### config.mk
export PLATFORM = sky130hd
export DESIGN_NAME = ctl_decoder
export DESIGN_NICKNAME = d
export VERILOG_FILES = /design/src/rtl/ctl_pkg.sv /design/src/rtl/ctl_op_classify.sv /design/src/rtl/ctl_alu_decode.sv /design/src/rtl/ctl_path_decode.sv /design/src/rtl/ctl_decoder.sv
export SDC_FILE = /design/constraint.sdc
export NUM_CORES = 1
export LEC_CHECK = 0
export BUFFER_PORTS_ARGS = -buffer_cell sky130_fd_sc_hd__buf_2
export CELL_PAD_IN_SITES_DETAIL_PLACEMENT = 0
export CELL_PAD_IN_SITES_GLOBAL_PLACEMENT = 1
export CORE_MARGIN = 1.5
export CORE_UTILIZATION = 33
export DETAILED_ROUTE_END_ITERATION = 6
export PLACE_DENSITY_LB_ADDON = 0.15
export SYNTH_ARGS = -nofsm -noshare
export SYNTH_HDL_FRONTEND = slang
export SYNTH_SLANG_ARGS = --single-unit
### constraint.sdc
create_clock -name vclk -period 3.97
set_clock_uncertainty 0.05 [all_clocks]
set_input_delay 0.794 -clock vclk [all_inputs]
set_output_delay 0.794 -clock vclk [all_outputs]
set_load 0.02 [all_outputs]
### src/rtl/ctl_pkg.sv
package ctl_pkg;

  localparam int OPC_W   = 6;
  localparam int FN_W    = 6;
  localparam int ALUFN_W = 5;
  localparam int PCSEL_W = 3;
  localparam int SEL_W   = 2;

  typedef enum logic [PCSEL_W-1:0] {
    PC_NEXT    = 3'd0,
    PC_BRANCH  = 3'd1,
    PC_JUMP    = 3'd2,
    PC_REG     = 3'd3,
    PC_ILLEGAL = 3'd4,
    PC_IRQ     = 3'd5,
    PC_RESET   = 3'd6
  } pc_sel_e;

  typedef enum logic [SEL_W-1:0] {
    WA_RD   = 2'd0,
    WA_RT   = 2'd1,
    WA_LINK = 2'd2,
    WA_TRAP = 2'd3
  } wa_sel_e;

  typedef enum logic [SEL_W-1:0] {
    WD_ALU  = 2'd0,
    WD_MEM  = 2'd1,
    WD_LINK = 2'd2
  } wd_sel_e;

  typedef enum logic [SEL_W-1:0] {
    A_REG     = 2'd0,
    A_SHAMT   = 2'd1,
    A_SIXTEEN = 2'd2
  } a_sel_e;

  typedef enum logic {
    B_REG = 1'b0,
    B_IMM = 1'b1
  } b_sel_e;

  typedef enum logic [ALUFN_W-1:0] {
    FN_ADD  = 5'd0,
    FN_SUB  = 5'd1,
    FN_SLT  = 5'd2,
    FN_SLTU = 5'd3,
    FN_AND  = 5'd8,
    FN_OR   = 5'd9,
    FN_XOR  = 5'd10,
    FN_NOR  = 5'd11,
    FN_SLL  = 5'd16,
    FN_SRL  = 5'd17,
    FN_SRA  = 5'd18
  } alu_fn_e;

  typedef enum logic [3:0] {
    K_ALU_R,
    K_SHIFT_C,
    K_SHIFT_V,
    K_JR,
    K_JALR,
    K_ALU_I,
    K_LUI,
    K_LOAD,
    K_STORE,
    K_BEQ,
    K_BNE,
    K_J,
    K_JAL,
    K_ILLEGAL
  } kind_e;

  localparam logic [OPC_W-1:0] OP_RTYPE = 6'b000000;
  localparam logic [OPC_W-1:0] OP_J     = 6'b000010;
  localparam logic [OPC_W-1:0] OP_JAL   = 6'b000011;
  localparam logic [OPC_W-1:0] OP_BEQ   = 6'b000100;
  localparam logic [OPC_W-1:0] OP_BNE   = 6'b000101;
  localparam logic [OPC_W-1:0] OP_ADDI  = 6'b001000;
  localparam logic [OPC_W-1:0] OP_ADDIU = 6'b001001;
  localparam logic [OPC_W-1:0] OP_SLTI  = 6'b001010;
  localparam logic [OPC_W-1:0] OP_SLTIU = 6'b001011;
  localparam logic [OPC_W-1:0] OP_ANDI  = 6'b001100;
  localparam logic [OPC_W-1:0] OP_ORI   = 6'b001101;
  localparam logic [OPC_W-1:0] OP_XORI  = 6'b001110;
  localparam logic [OPC_W-1:0] OP_LUI   = 6'b001111;
  localparam logic [OPC_W-1:0] OP_LOAD  = 6'b100011;
  localparam logic [OPC_W-1:0] OP_STORE = 6'b101011;

  localparam logic [FN_W-1:0] F_SLL  = 6'b000000;
  localparam logic [FN_W-1:0] F_SRL  = 6'b000010;
  localparam logic [FN_W-1:0] F_SRA  = 6'b000011;
  localparam logic [FN_W-1:0] F_SLLV = 6'b000100;
  localparam logic [FN_W-1:0] F_SRLV = 6'b000110;
  localparam logic [FN_W-1:0] F_SRAV = 6'b000111;
  localparam logic [FN_W-1:0] F_JR   = 6'b001000;
  localparam logic [FN_W-1:0] F_JALR = 6'b001001;
  localparam logic [FN_W-1:0] F_ADD  = 6'b100000;
  localparam logic [FN_W-1:0] F_ADDU = 6'b100001;
  localparam logic [FN_W-1:0] F_SUB  = 6'b100010;
  localparam logic [FN_W-1:0] F_SUBU = 6'b100011;
  localparam logic [FN_W-1:0] F_AND  = 6'b100100;
  localparam logic [FN_W-1:0] F_OR   = 6'b100101;
  localparam logic [FN_W-1:0] F_XOR  = 6'b100110;
  localparam logic [FN_W-1:0] F_NOR  = 6'b100111;
  localparam logic [FN_W-1:0] F_SLT  = 6'b101010;
  localparam logic [FN_W-1:0] F_SLTU = 6'b101011;

endpackage

### src/rtl/ctl_op_classify.sv
module ctl_op_classify
  import ctl_pkg::*;
(
  input  logic [OPC_W-1:0] opcode,
  input  logic [FN_W-1:0]  funct,
  output kind_e            kind
);

  kind_e rtype_kind;

  // exact match of every register-type function code
  always_comb begin
    unique case (funct)
      F_SLL, F_SRL, F_SRA:                 rtype_kind = K_SHIFT_C;
      F_SLLV, F_SRLV, F_SRAV:              rtype_kind = K_SHIFT_V;
      F_JR:                                rtype_kind = K_JR;
      F_JALR:                              rtype_kind = K_JALR;
      F_ADD, F_ADDU, F_SUB, F_SUBU,
      F_AND, F_OR, F_XOR, F_NOR,
      F_SLT, F_SLTU:                       rtype_kind = K_ALU_R;
      default:                             rtype_kind = K_ILLEGAL;
    endcase
  end

  always_comb begin
    unique case (opcode)
      OP_RTYPE:                            kind = rtype_kind;
      OP_J:                                kind = K_J;
      OP_JAL:                              kind = K_JAL;
      OP_BEQ:                              kind = K_BEQ;
      OP_BNE:                              kind = K_BNE;
      OP_ADDI, OP_ADDIU, OP_SLTI, OP_SLTIU,
      OP_ANDI, OP_ORI, OP_XORI:            kind = K_ALU_I;
      OP_LUI:                              kind = K_LUI;
      OP_LOAD:                             kind = K_LOAD;
      OP_STORE:                            kind = K_STORE;
      default:                             kind = K_ILLEGAL;
    endcase
  end

endmodule

### src/rtl/ctl_alu_decode.sv
module ctl_alu_decode
  import ctl_pkg::*;
(
  input  kind_e            kind,
  input  logic [OPC_W-1:0] opcode,
  input  logic [FN_W-1:0]  funct,
  output alu_fn_e          alu_fn,
  output logic             sext_en
);

  alu_fn_e fn_rtype;
  alu_fn_e fn_shift;
  alu_fn_e fn_imm;

  always_comb begin
    case (funct)
      F_SUB, F_SUBU: fn_rtype = FN_SUB;
      F_AND:         fn_rtype = FN_AND;
      F_OR:          fn_rtype = FN_OR;
      F_XOR:         fn_rtype = FN_XOR;
      F_NOR:         fn_rtype = FN_NOR;
      F_SLT:         fn_rtype = FN_SLT;
      F_SLTU:        fn_rtype = FN_SLTU;
      default:       fn_rtype = FN_ADD;
    endcase
  end

  // shift direction/kind is shared by constant and variable forms
  always_comb begin
    case (funct)
      F_SRL, F_SRLV: fn_shift = FN_SRL;
      F_SRA, F_SRAV: fn_shift = FN_SRA;
      default:       fn_shift = FN_SLL;
    endcase
  end

  always_comb begin
    case (opcode)
      OP_SLTI:  fn_imm = FN_SLT;
      OP_SLTIU: fn_imm = FN_SLTU;
      OP_ANDI:  fn_imm = FN_AND;
      OP_ORI:   fn_imm = FN_OR;
      OP_XORI:  fn_imm = FN_XOR;
      default:  fn_imm = FN_ADD;
    endcase
  end

  always_comb begin
    alu_fn  = FN_ADD;
    sext_en = 1'b1;
    unique case (kind)
      K_ALU_R:              alu_fn = fn_rtype;
      K_SHIFT_C, K_SHIFT_V: alu_fn = fn_shift;
      K_ALU_I: begin
        alu_fn  = fn_imm;
        sext_en = !(opcode == OP_ANDI || opcode == OP_ORI || opcode == OP_XORI);
      end
      K_LUI:                alu_fn = FN_SLL;
      K_BEQ, K_BNE:         alu_fn = FN_SUB;
      default:              alu_fn = FN_ADD;
    endcase
  end

endmodule

### src/rtl/ctl_path_decode.sv
module ctl_path_decode
  import ctl_pkg::*;
(
  input  kind_e   kind,
  input  logic    alu_zero,
  output pc_sel_e pc_sel,
  output wa_sel_e wa_sel,
  output wd_sel_e wd_sel,
  output a_sel_e  a_sel,
  output b_sel_e  b_sel,
  output logic    mem_we,
  output logic    rf_we
);

  always_comb begin
    pc_sel = PC_NEXT;
    wa_sel = WA_RD;
    wd_sel = WD_ALU;
    a_sel  = A_REG;
    b_sel  = B_REG;
    mem_we = 1'b0;
    rf_we  = 1'b0;
    unique case (kind)
      K_ALU_R, K_SHIFT_V: rf_we = 1'b1;
      K_SHIFT_C: begin
        rf_we = 1'b1;
        a_sel = A_SHAMT;
      end
      K_JR:   pc_sel = PC_REG;
      K_JALR: begin
        pc_sel = PC_REG;
        wd_sel = WD_LINK;
        rf_we  = 1'b1;
      end
      K_ALU_I: begin
        wa_sel = WA_RT;
        b_sel  = B_IMM;
        rf_we  = 1'b1;
      end
      K_LUI: begin
        wa_sel = WA_RT;
        a_sel  = A_SIXTEEN;
        b_sel  = B_IMM;
        rf_we  = 1'b1;
      end
      K_LOAD: begin
        wa_sel = WA_RT;
        wd_sel = WD_MEM;
        b_sel  = B_IMM;
        rf_we  = 1'b1;
      end
      K_STORE: begin
        b_sel  = B_IMM;
        mem_we = 1'b1;
      end
      K_BEQ: pc_sel = alu_zero ? PC_BRANCH : PC_NEXT;
      K_BNE: pc_sel = alu_zero ? PC_NEXT : PC_BRANCH;
      K_J:   pc_sel = PC_JUMP;
      K_JAL: begin
        pc_sel = PC_JUMP;
        wa_sel = WA_LINK;
        wd_sel = WD_LINK;
        rf_we  = 1'b1;
      end
      default: begin
        pc_sel = PC_ILLEGAL;
        wa_sel = WA_TRAP;
        wd_sel = WD_LINK;
        rf_we  = 1'b1;
      end
    endcase
  end

endmodule

### src/rtl/ctl_decoder.sv
module ctl_decoder
  import ctl_pkg::*;
(
  input  logic               rst_req,
  input  logic               irq_req,
  input  logic [OPC_W-1:0]   opcode,
  input  logic [FN_W-1:0]    funct,
  input  logic               alu_zero,
  output logic [PCSEL_W-1:0] pc_sel,
  output logic               sext_en,
  output logic [SEL_W-1:0]   wa_sel,
  output logic [SEL_W-1:0]   wd_sel,
  output logic [ALUFN_W-1:0] alu_fn,
  output logic               mem_we,
  output logic               rf_we,
  output logic [SEL_W-1:0]   a_sel,
  output logic               b_sel
);

  kind_e   kind;
  alu_fn_e dec_fn;
  logic    dec_sext;
  pc_sel_e dec_pc;
  wa_sel_e dec_wa;
  wd_sel_e dec_wd;
  a_sel_e  dec_a;
  b_sel_e  dec_b;
  logic    dec_mw;
  logic    dec_rw;

  ctl_op_classify u_classify (
    .opcode (opcode),
    .funct  (funct),
    .kind   (kind)
  );

  ctl_alu_decode u_alu (
    .kind    (kind),
    .opcode  (opcode),
    .funct   (funct),
    .alu_fn  (dec_fn),
    .sext_en (dec_sext)
  );

  ctl_path_decode u_path (
    .kind     (kind),
    .alu_zero (alu_zero),
    .pc_sel   (dec_pc),
    .wa_sel   (dec_wa),
    .wd_sel   (dec_wd),
    .a_sel    (dec_a),
    .b_sel    (dec_b),
    .mem_we   (dec_mw),
    .rf_we    (dec_rw)
  );

  // priority: reset, then interrupt, then the decoded instruction
  always_comb begin
    if (rst_req) begin
      pc_sel  = PC_RESET;
      sext_en = 1'b1;
      wa_sel  = WA_RD;
      wd_sel  = WD_ALU;
      alu_fn  = FN_ADD;
      mem_we  = 1'b0;
      rf_we   = 1'b0;
      a_sel   = A_REG;
      b_sel   = B_REG;
    end else if (irq_req) begin
      pc_sel  = PC_IRQ;
      sext_en = 1'b1;
      wa_sel  = WA_TRAP;
      wd_sel  = WD_LINK;
      alu_fn  = FN_ADD;
      mem_we  = 1'b0;
      rf_we   = 1'b1;
      a_sel   = A_REG;
      b_sel   = B_REG;
    end else begin
      pc_sel  = dec_pc;
      sext_en = dec_sext;
      wa_sel  = dec_wa;
      wd_sel  = dec_wd;
      alu_fn  = dec_fn;
      mem_we  = dec_mw;
      rf_we   = dec_rw;
      a_sel   = dec_a;
      b_sel   = dec_b;
    end
  end

endmodule

==> results.md <==
- RSZ-0062 raised after global routing: no
- Worst hold slack: 1.87 ns
- P per Cell Area: 94.1 nW/µm²
- Placer Congestion: 0.810
- CP required: 3.13 ns
- Core ar.: 2020 µm²
- Sequential Area: 0 µm²
- Worst-path cell chain: buf_2 > or3b_1 > nor2_1 > nor3_1 > o21ai_1 > nand2b_1 > mux2_2 > a221oi_1 > buf_2
- Wire per inst: 11.7 µm
- Synth unique cells: 45
- CP Class: primary input to output pin
- Endpoint, Worst Hold: rf_we
- Tmin final: 3.72 ns
- Largest net degree at the start of global routing: 12
- Critical Path Most Common Cell: buf_2
- Vias: 973
- Clock Power Share: 0
- Fill cell count: between 200 and 250
- Die Width: 50.1 µm
- Number of nets with antenna violations after routing: 0
- Worst setup EP type: output pin
- Seq Cell Count: 0
- GR peak layer: met2
- Die H: 50.1 µm
- Synth area leaders: nor2_1 9.2%, nand2b_1 8.5%, a21oi_1 6.1%
- # hold bufs at CTS: 0
- WHS Path Cells: 3
- Area Growth Syn to Fin: 22.7%
- Grt met3 use: 0.00298
- Commonest cells in the netlist: 18 x nor2_1, 12 x nand2_1, 10 x nand2b_1
- Io pins: 33
- Starting density of the core: 0.363
- Fraction of the yosys area taken by sequential cells: 0
- Clock buffers: 0
- Sw power: 52.8 µW
- Final WL: 2090 µm
- CP arrival: 2.87 ns
- Fin nets: between 150 and 200
- Combinational Power Share: 1.000
- Cells after synthesis: 126
- Met2 Use GR: 0.292
- Switching share of total power: 0.623
- Initial antenna violation count: 0
- P_leak: 0.369 nW
- Synth warn: 0
- Status: finished clean
- Row count: 16
- Hold/Removal Path Class: primary input to output pin
- Top cell type's share of synthesized area: 0.0922
- FMAX: 0.269 GHz
- First-pass detailed-route iteration total: 4
- Sequential power share: 0
- Worst Min Path Start: rst_req
- DPL Wire Length: about 1700 µm
- Crit path launch type: primary input
- Count leader, synth: nor2_1
- CP max FO: 11
- Pint: 31.9 µW
- Vias in the first global route: 831
- Port Buffers: 32
- Endpoints failing setup: 0
- Vias per cell: 5.44
- Area leader, netlist: nor2_1
- Setup TNS: 0 ns
- Share of cells above drive strength 1: 0.283
- Die area: 2510 µm²
- Diode count: 0
- Avg Inst Size Synth: between 5 and 6 µm²
- Max-cap violations: 0
- Final Hold Viols: 0
- GRT Residual Overflow: 0
- Drt drc: 0
- # resized after CTS: 0
- Total GRT Usage: 0.162
- GR Util met1: 0.226
- Initial drt markers: 18
- Final slew viol count: 0
- Tcrit/Tclk final: 0.937
- VDD IR max: approximately 0.000037 V
- First-pass GRT wire length: 3440 µm
- Post-synthesis cell area: 733 µm²
- Net count after synthesis: ~140
- Setup bufs post-CTS: 0
- CP max-delay cell: or3b_1
- Crit-path max cell delay: 0.38 ns
stage by stage:
stage,utilization,power (mW),std cells,instance area [µm²],setup WS [ns]
after CTS,0.445,0.0847,179,900,0.259
after global placement,0.445,0.0841,179,900,0.290
final,0.445,0.0846,179,900,0.251
after detailed placement,0.445,0.0842,179,900,0.262
after floorplan,-,0.0597,126,733,0.294
after global routing,0.445,0.0944,179,900,0.0633
cells by family after synthesis:
family | synth area share
compound gates | 0.321
xor+xnor | 0.0119
buf+inv | 0.0887
mux | 0.0290
other cells | 0.00511
simple gates | 0.544
layout by cell type (no fill, tap or decap), types with 2 or more instances in the layout:
| cell | netlist | layout |
|---|---|---|
| buf_2 | 4 | 32 |
| o21ai_1 | 2 | 2 |
| nor2b_1 | 3 | 3 |
| buf_4 | 3 | 3 |
| a211oi_1 | 3 | 3 |
| a211o_1 | 2 | 2 |
| o32ai_1 | 2 | 2 |
| nand2_1 | 12 | 12 |
| nand3b_1 | 3 | 3 |
| a31oi_1 | 3 | 3 |
| nor4_1 | 3 | 3 |
| nand2b_1 | 10 | 10 |
| nor2_1 | 18 | 18 |
| a21oi_1 | 9 | 9 |
| nor3_1 | 4 | 4 |
| inv_1 | 3 | 3 |
| or3b_1 | 2 | 2 |
| or2_2 | 2 | 2 |
| nand3_1 | 4 | 4 |
| nand4_1 | 5 | 5 |
| o21ai_0 | 4 | 4 |
power groups by stage:
stage / registers, mW / clock network [mW] / logic [mW]
4_1_cts: 0 / 0 / 0.0847
5_1_grt: 0 / 0 / 0.0944
3_3_place_gp: 0 / 0 / 0.0841
3_5_place_dp: 0 / 0 / 0.0842
2_1_floorplan: 0 / 0 / 0.0597
6_report: 0 / 0 / 0.0846
area by class of cell:
| class | instances | area, µm² | share of cell area |
|---|---|---|---|
| multi-input combinational | 113 | 668 | 0.743 |
| tap | 27 | 33.8 | 0.0376 |
| timing repair buffer | 35 | 183 | 0.203 |
| inverter | 4 | 15.0 | 0.0167 |
layer usage:
layer,part of all wire,wire (µm),up-vias
met4,0,0,0
met5,0,0,-
met1,0.52,1080,437
met3,0.030,62,0
met2,0.45,947,20
li1,-,-,516
critical path, delay by kind of cell:
kind | cells | cell delay [ns]
and+or+nand+nor | 4 | 0.81
AOI/OAI and AO/OA | 2 | 0.59
buffers and inverters | 2 | 0.39
muxes | 1 | 0.29
how the worst max path moves through the flow:
stage | startpoint | endpoint | slack, ns | cells after the start
final | opcode[1] | pc_sel[0] | 0.25 | 9
after global routing | opcode[1] | pc_sel[0] | 0.06 | 9
after CTS | opcode[1] | pc_sel[0] | 0.26 | 9
after detailed placement | opcode[1] | pc_sel[0] | 0.26 | 9
after global placement | opcode[1] | pc_sel[0] | 0.29 | 9
after floorplan | opcode[1] | pc_sel[0] | 0.29 | 8
No activity file was read; power rests on OpenSTA's default activity.
